$ cat src/rtl/cdiv_pkg.sv
package cdiv_pkg;
  localparam int unsigned DEF_WIDTH       = 4;
  localparam int unsigned DEF_SYNC_STAGES = 2;

  typedef enum logic [1:0] {
    STEP_NONE = 2'd0,
    STEP_CLK  = 2'd1,
    STEP_INH  = 2'd2
  } step_src_e;
endpackage

$ cat src/rtl/cdiv_rst_sync.sv
module cdiv_rst_sync #(
  parameter int unsigned STAGES = 2
) (
  input  logic clk_i,
  input  logic rst_ni,
  output logic rst_no
);
  logic [STAGES-1:0] chain_q;
  logic [STAGES-1:0] chain_d;

  always_comb begin
    chain_d = {chain_q[STAGES-2:0], 1'b1};
  end

  always_ff @(posedge clk_i or negedge rst_ni) begin
    if (!rst_ni) chain_q <= '0;
    else         chain_q <= chain_d;
  end

  assign rst_no = chain_q[STAGES-1];
endmodule

$ cat src/rtl/cdiv_sync.sv
module cdiv_sync #(
  parameter int unsigned STAGES = 2
) (
  input  logic clk_i,
  input  logic rst_ni,
  input  logic d_i,
  output logic q_o
);
  logic [STAGES-1:0] sh_q;
  logic [STAGES-1:0] sh_d;

  generate
    if (STAGES == 1) begin : g_single
      always_comb sh_d = d_i;
    end else begin : g_multi
      always_comb sh_d = {sh_q[STAGES-2:0], d_i};
    end
  endgenerate

  always_ff @(posedge clk_i or negedge rst_ni) begin
    if (!rst_ni) sh_q <= '0;
    else         sh_q <= sh_d;
  end

  assign q_o = sh_q[STAGES-1];
endmodule

$ cat src/rtl/cdiv_step.sv
module cdiv_step
  import cdiv_pkg::*;
#(
  parameter int unsigned SYNC_STAGES = DEF_SYNC_STAGES
) (
  input  logic clk_i,
  input  logic rst_ni,
  input  logic cnt_clk_i,
  input  logic inhibit_i,
  output logic step_o
);
  localparam int unsigned ARM_LIMIT = SYNC_STAGES + 1;
  localparam int unsigned ARM_W     = $clog2(ARM_LIMIT + 1);

  logic             clk_s, inh_s;
  logic             clk_prev_q, inh_prev_q;
  logic [ARM_W-1:0] arm_q, arm_d;
  logic             arm_en, armed;
  logic             clk_rise, inh_fall;
  step_src_e        src;

  cdiv_sync #(.STAGES(SYNC_STAGES)) u_sync_clk (
    .clk_i (clk_i), .rst_ni(rst_ni), .d_i(cnt_clk_i), .q_o(clk_s)
  );
  cdiv_sync #(.STAGES(SYNC_STAGES)) u_sync_inh (
    .clk_i (clk_i), .rst_ni(rst_ni), .d_i(inhibit_i), .q_o(inh_s)
  );

  // edge history
  always_ff @(posedge clk_i or negedge rst_ni) begin
    if (!rst_ni) begin
      clk_prev_q <= 1'b0;
      inh_prev_q <= 1'b0;
    end else begin
      clk_prev_q <= clk_s;
      inh_prev_q <= inh_s;
    end
  end

  // arming: no edges are reported until the sampling chain holds real data
  assign armed  = (arm_q == ARM_W'(ARM_LIMIT));
  assign arm_en = !armed;
  always_comb arm_d = arm_q + 1'b1;

  always_ff @(posedge clk_i or negedge rst_ni) begin
    if (!rst_ni)     arm_q <= '0;
    else if (arm_en) arm_q <= arm_d;
  end

  assign clk_rise = clk_s & ~clk_prev_q;
  assign inh_fall = inh_prev_q & ~inh_s;

  always_comb begin
    src = STEP_NONE;
    if (clk_rise && !inh_s)     src = STEP_CLK;
    else if (inh_fall && clk_s) src = STEP_INH;
  end

  assign step_o = armed && (src != STEP_NONE);
endmodule

$ cat src/rtl/cdiv_core.sv
module cdiv_core #(
  parameter int unsigned WIDTH = 4
) (
  input  logic             clk_i,
  input  logic             rst_ni,
  input  logic             load_i,
  input  logic [WIDTH-1:0] preset_i,
  input  logic             step_i,
  output logic [WIDTH-1:0] count_o,
  output logic [WIDTH-1:0] count_q_o
);
  logic [WIDTH-1:0] count_q, count_d;
  logic             upd_en;

  assign upd_en = load_i | step_i;

  always_comb begin
    if (load_i) count_d = preset_i;
    else        count_d = count_q - 1'b1;
  end

  always_ff @(posedge clk_i or negedge rst_ni) begin
    if (!rst_ni)     count_q <= '0;
    else if (upd_en) count_q <= count_d;
  end

  assign count_o   = load_i ? preset_i : count_q;
  assign count_q_o = count_q;
endmodule

$ cat src/rtl/cdiv_zero.sv
module cdiv_zero #(
  parameter int unsigned WIDTH = 4
) (
  input  logic [WIDTH-1:0] count_i,
  input  logic             cascade_i,
  output logic             zero_o
);
  assign zero_o = cascade_i & ~(|count_i);
endmodule

$ cat src/rtl/cdiv_stage.sv
module cdiv_stage
  import cdiv_pkg::*;
#(
  parameter int unsigned WIDTH       = DEF_WIDTH,
  parameter int unsigned SYNC_STAGES = DEF_SYNC_STAGES
) (
  input  logic             clk_i,
  input  logic             rst_ni,
  input  logic             cnt_clk_i,
  input  logic             inhibit_i,
  input  logic             load_i,
  input  logic             cascade_i,
  input  logic [WIDTH-1:0] preset_i,
  output logic [WIDTH-1:0] count_o,
  output logic             zero_o
);
  logic             rst_n;
  logic             step;
  logic [WIDTH-1:0] count_q;

  cdiv_rst_sync #(.STAGES(2)) u_rst (
    .clk_i (clk_i), .rst_ni(rst_ni), .rst_no(rst_n)
  );

  cdiv_step #(.SYNC_STAGES(SYNC_STAGES)) u_step (
    .clk_i    (clk_i),
    .rst_ni   (rst_n),
    .cnt_clk_i(cnt_clk_i),
    .inhibit_i(inhibit_i),
    .step_o   (step)
  );

  cdiv_core #(.WIDTH(WIDTH)) u_core (
    .clk_i    (clk_i),
    .rst_ni   (rst_n),
    .load_i   (load_i),
    .preset_i (preset_i),
    .step_i   (step),
    .count_o  (count_o),
    .count_q_o(count_q)
  );

  cdiv_zero #(.WIDTH(WIDTH)) u_zero (
    .count_i  (count_q),
    .cascade_i(cascade_i),
    .zero_o   (zero_o)
  );
endmodule

$ cat config.mk
export PLATFORM = sky130hd
export DESIGN_NAME = cdiv_stage
export DESIGN_NICKNAME = d
export VERILOG_FILES = /design/src/rtl/cdiv_pkg.sv /design/src/rtl/cdiv_rst_sync.sv /design/src/rtl/cdiv_sync.sv /design/src/rtl/cdiv_step.sv /design/src/rtl/cdiv_core.sv /design/src/rtl/cdiv_zero.sv /design/src/rtl/cdiv_stage.sv
export SDC_FILE = /design/constraint.sdc
export NUM_CORES = 1
export LEC_CHECK = 0
export ABC_CLOCK_PERIOD_IN_PS = 1050
export BUFFER_PORTS_ARGS = -buffer_cell sky130_fd_sc_hd__buf_2
export CELL_PAD_IN_SITES_DETAIL_PLACEMENT = 1
export CELL_PAD_IN_SITES_GLOBAL_PLACEMENT = 1
export CORE_ASPECT_RATIO = 1.25
export CORE_MARGIN = 8
export CORE_UTILIZATION = 34
export CTS_CLUSTER_SIZE = 12
export DETAILED_ROUTE_END_ITERATION = 16
export PLACE_DENSITY_LB_ADDON = 0.25
export SLEW_MARGIN = 20
export SYNTH_ARGS = -nofsm -noshare
export SYNTH_HDL_FRONTEND = slang
export SYNTH_SLANG_ARGS = --single-unit
$ cat constraint.sdc
create_clock -name clk_i -period 1.05 [get_ports clk_i]
set_clock_uncertainty 0.15 [all_clocks]
set_input_delay 0.2625 -clock clk_i [delete_from_list [all_inputs] [get_ports clk_i]]
set_output_delay 0.2625 -clock clk_i [all_outputs]
set_load 0.05 [all_outputs]
==> metrics.md <==
| Metric | Value |
|---|---|
| Status | complete, but fails checks |
| Failing checks | setup timing |
| Layout Utilization | 65.3% |
| CTS buffer count | 3 |
| Core ar. | 1770 um2 |
| VDD IR-drop max | 0.000944 V |
| Critical path type | reg -> reg |
| Slack of the critical path | -617 ps |
| Max stage delay cell, worst path | dfrtp_1 |
| Fin cells | 120 |
| CTS sink cnt | 14 |
| Initial core utilization | 35.6% |
| Synthesized area | 629 um2 |
| Nets | 115 |
| DRT antenna net count | 0 |
| Horiz. Die Dim | 54.5 um |
| Biggest cell delay along the critical path | 410 ps |
| Setup crit start kind | register |
| Met2 Use GR | 19.5% |
| R2r setup slk | -620 ps |
| Sequential area share after synthesis | 55.7% |
| Critical path endpoint category | register |
| Pleak | 0.523 nW |
| Critical path arrival | 1650 ps |
| Initial drt markers | 5 |
| Syn avg cell area | 11.0 um2 |
| Maxcap violations | 0 |
| Die footprint | 3490 um2 |
| Final wirelength | 1800 um |
| Hold WC Path Type | reg -> async |
| Grt total ovfl | 0 |
| DR WL/cell | 15.0 um |
| H-tree depth | 1 |
| Post-route DRC | 0 |
| Largest net degree at the start of global routing | 13 |
| Busiest layer in global routing | met2 |
| Post-DP HPWL | 1270 um |
| CP top delay family | compound AO/OA/AOI/OAI gates |
| WP buf/inv | 1 |
| Fin. max-slew vios | 0 |
| Clk_lat worst skew | 270 ps |
| Cells after synthesis | 57 |
| # rows | 17 |
| Pre-CTS setup slack | -475 ps |
| Share of layout cells above drive strength 1 | 65.3% |
| Placed insts | 102 |
| Clock buffer depth | 2 |
| Unrepaired setup endpoints after global routing | yes |
| Reg clk slew, reported paths | 80 ps |
| First-pass GRT wire length | 2860 um |
| Sum Neg Setup Slack | -4680 ps |
| Antenna violations before repair | 0 |
| CTS Root Cell | clkbuf_4 |
| GRT Resource Usage Total | 11.1% |
| Vias in the first global route | 637 |
| Fin Hold WS | 41.7 ps |
| Fmax | 600 MHz |
| IO buf count | 14 |
| Die height | 64.1 um |
| 1st-pass router iterations | 4 |
| Synthesized Nets | 70 |
| Worst path cell trace | buf_4 -> or3_4 -> o311ai_4 -> o311ai_2 |
| Fin crit share | 159% |
| Final-layout fill cell count | 177 |
| Synthesis-to-layout area growth | 83.1% |
| Met3 Usage GRT | 2.08% |
| Syn. warnings | 0 |
| Worst R2R End | u_core.count_q_o[3]$_DFFE_PN0P_ |
| Final Setup Violations | 11 |
| CP Max Fanout | 2 |
| PwrDens | 1220 nW/um2 |
| CP Depth | 4 |
| Reg2Reg Launch Point | u_core.count_q_o[0]$_DFFE_PN0P_ |
| # IOs | 15 |
| Cell variety after synth | 25 |
| Fin. Hold Viols | 0 |
| Final GP Congestion | 0.688 |
| Ant. Diodes | 0 |
| FF-to-FF path depth | 4 |
| Flops & latches, synth | 14 |
| Critical Path RT | 1040 ps |
| Grt met1 use | 11.6% |
| CTS tree | done |
| Vias per cell | 4.93 |
| Via count | 592 |
| Fin crit period | 1670 ps |
cell families after synthesis:
family                     count (synthesis)  synth area share [%]
DFF                                       14                  55.7
xor gates and xnor gates                   1                  1.39
buffers and inverters                      7                  5.96
muxes                                      1                  1.79
AOI/OAI and AO/OA                         12                  13.5
and+or+nand+nor                           18                  15.1
other                                      1                 0.596
adders and majority gates                  3                  5.96
synth_stat cells:
master / instances / area share [%]
dfrtp_1: 14 / 56
nand2_1: 7 / 4.2
o21ai_0: 6 / 4.8
inv_1: 5 / 3.0
ha_1: 3 / 6.0
nand3_1: 2 / 1.6
nor2_1: 2 / 1.2
a21oi_1: 1 / 0.79
a311o_1: 1 / 1.6
a31o_2: 1 / 1.4
a31oi_1: 1 / 0.99
and3b_1: 1 / 1.4
buf_4: 1 / 1.2
buf_6: 1 / 1.8
conb_1: 1 / 0.60
mux2_2: 1 / 1.8
nand2b_1: 1 / 0.99
nand3b_1: 1 / 1.2
nand4_1: 1 / 0.99
nor2b_1: 1 / 0.99
nor3_1: 1 / 0.79
o311ai_1: 1 / 1.4
o311ai_2: 1 / 2.6
or3_4: 1 / 1.8
xnor2_1: 1 / 1.4
through the flow:
step                      instance area [um2]  total power, mW
after floorplan                           702            0.803
after global placement                    882            0.901
after detailed placement                  882            0.918
after CTS                                1090             1.39
after global routing                     1150             1.47
final                                    1150             1.40
cells in the final DEF (no fill, tap or decap), drive strengths merged, types with 3 or more instances in the layout:
cell,instances
inv,5
ha,3
nand2,7
dfrtp,14
dlygate4sd3,3
buf,39
o21ai,6
clkbuf,4
where the power goes:
group	switching, mW	internal, mW
combinational	0.224	0.214
clock	0.156	0.211
sequential	0.0278	0.570
final cells by class:
class	instances	area, um2	share of cell area (%)
Clock buffer	4	36.3	3.15
Inverter	5	21.3	1.85
Multi-Input combinational cell	36	372	32.2
Sequential cell	14	350	30.4
Tap cell	19	23.8	2.06
Timing Repair Buffer	42	349	30.3
sequential cells by signal, summed over array words and instances (netlist names):
register	cells
u_rst.chain_q	2
u_step.inh_prev_q	1
u_step.u_sync_clk.sh_q	2
u_step.clk_prev_q	1
u_step.u_sync_inh.sh_q	2
u_core.count_q_o	4
u_step.arm_q	2
per-layer routing:
metal | wire (um) | vias up
li1 | - | 282
met1 | 686 | 292
met2 | 1000 | 14
met3 | 80 | 4
met4 | 25 | 0
met5 | 0 | -
how the worst max path moves through the flow:
stage	startpoint	endpoint	slack, ps
floorplan	u_core.count_q_o[1]$_DFFE_PN0P_	zero_o	-470
global placement	u_step.arm_q[0]$_DFFE_PN0P_	u_core.count_q_o[3]$_DFFE_PN0P_	-430
detailed placement	u_step.arm_q[0]$_DFFE_PN0P_	u_core.count_q_o[3]$_DFFE_PN0P_	-470
CTS	u_core.count_q_o[1]$_DFFE_PN0P_	zero_o	-650
global route	u_core.count_q_o[1]$_DFFE_PN0P_	zero_o	-670
finish	u_core.count_q_o[0]$_DFFE_PN0P_	u_core.count_q_o[3]$_DFFE_PN0P_	-620
repair_timing:
| item | CTS | global route |
|---|---|---|
| hold buffers | 3 | 0 |
| buffers inserted | 8 | 5 |
| hold endpoints to repair | 4 | 0 |
| pin swaps | 8 | 9 |
| resized for setup | 23 | 8 |
| setup endpoints to repair | 11 | 11 |
No activity file was read; power rests on OpenSTA's default activity.
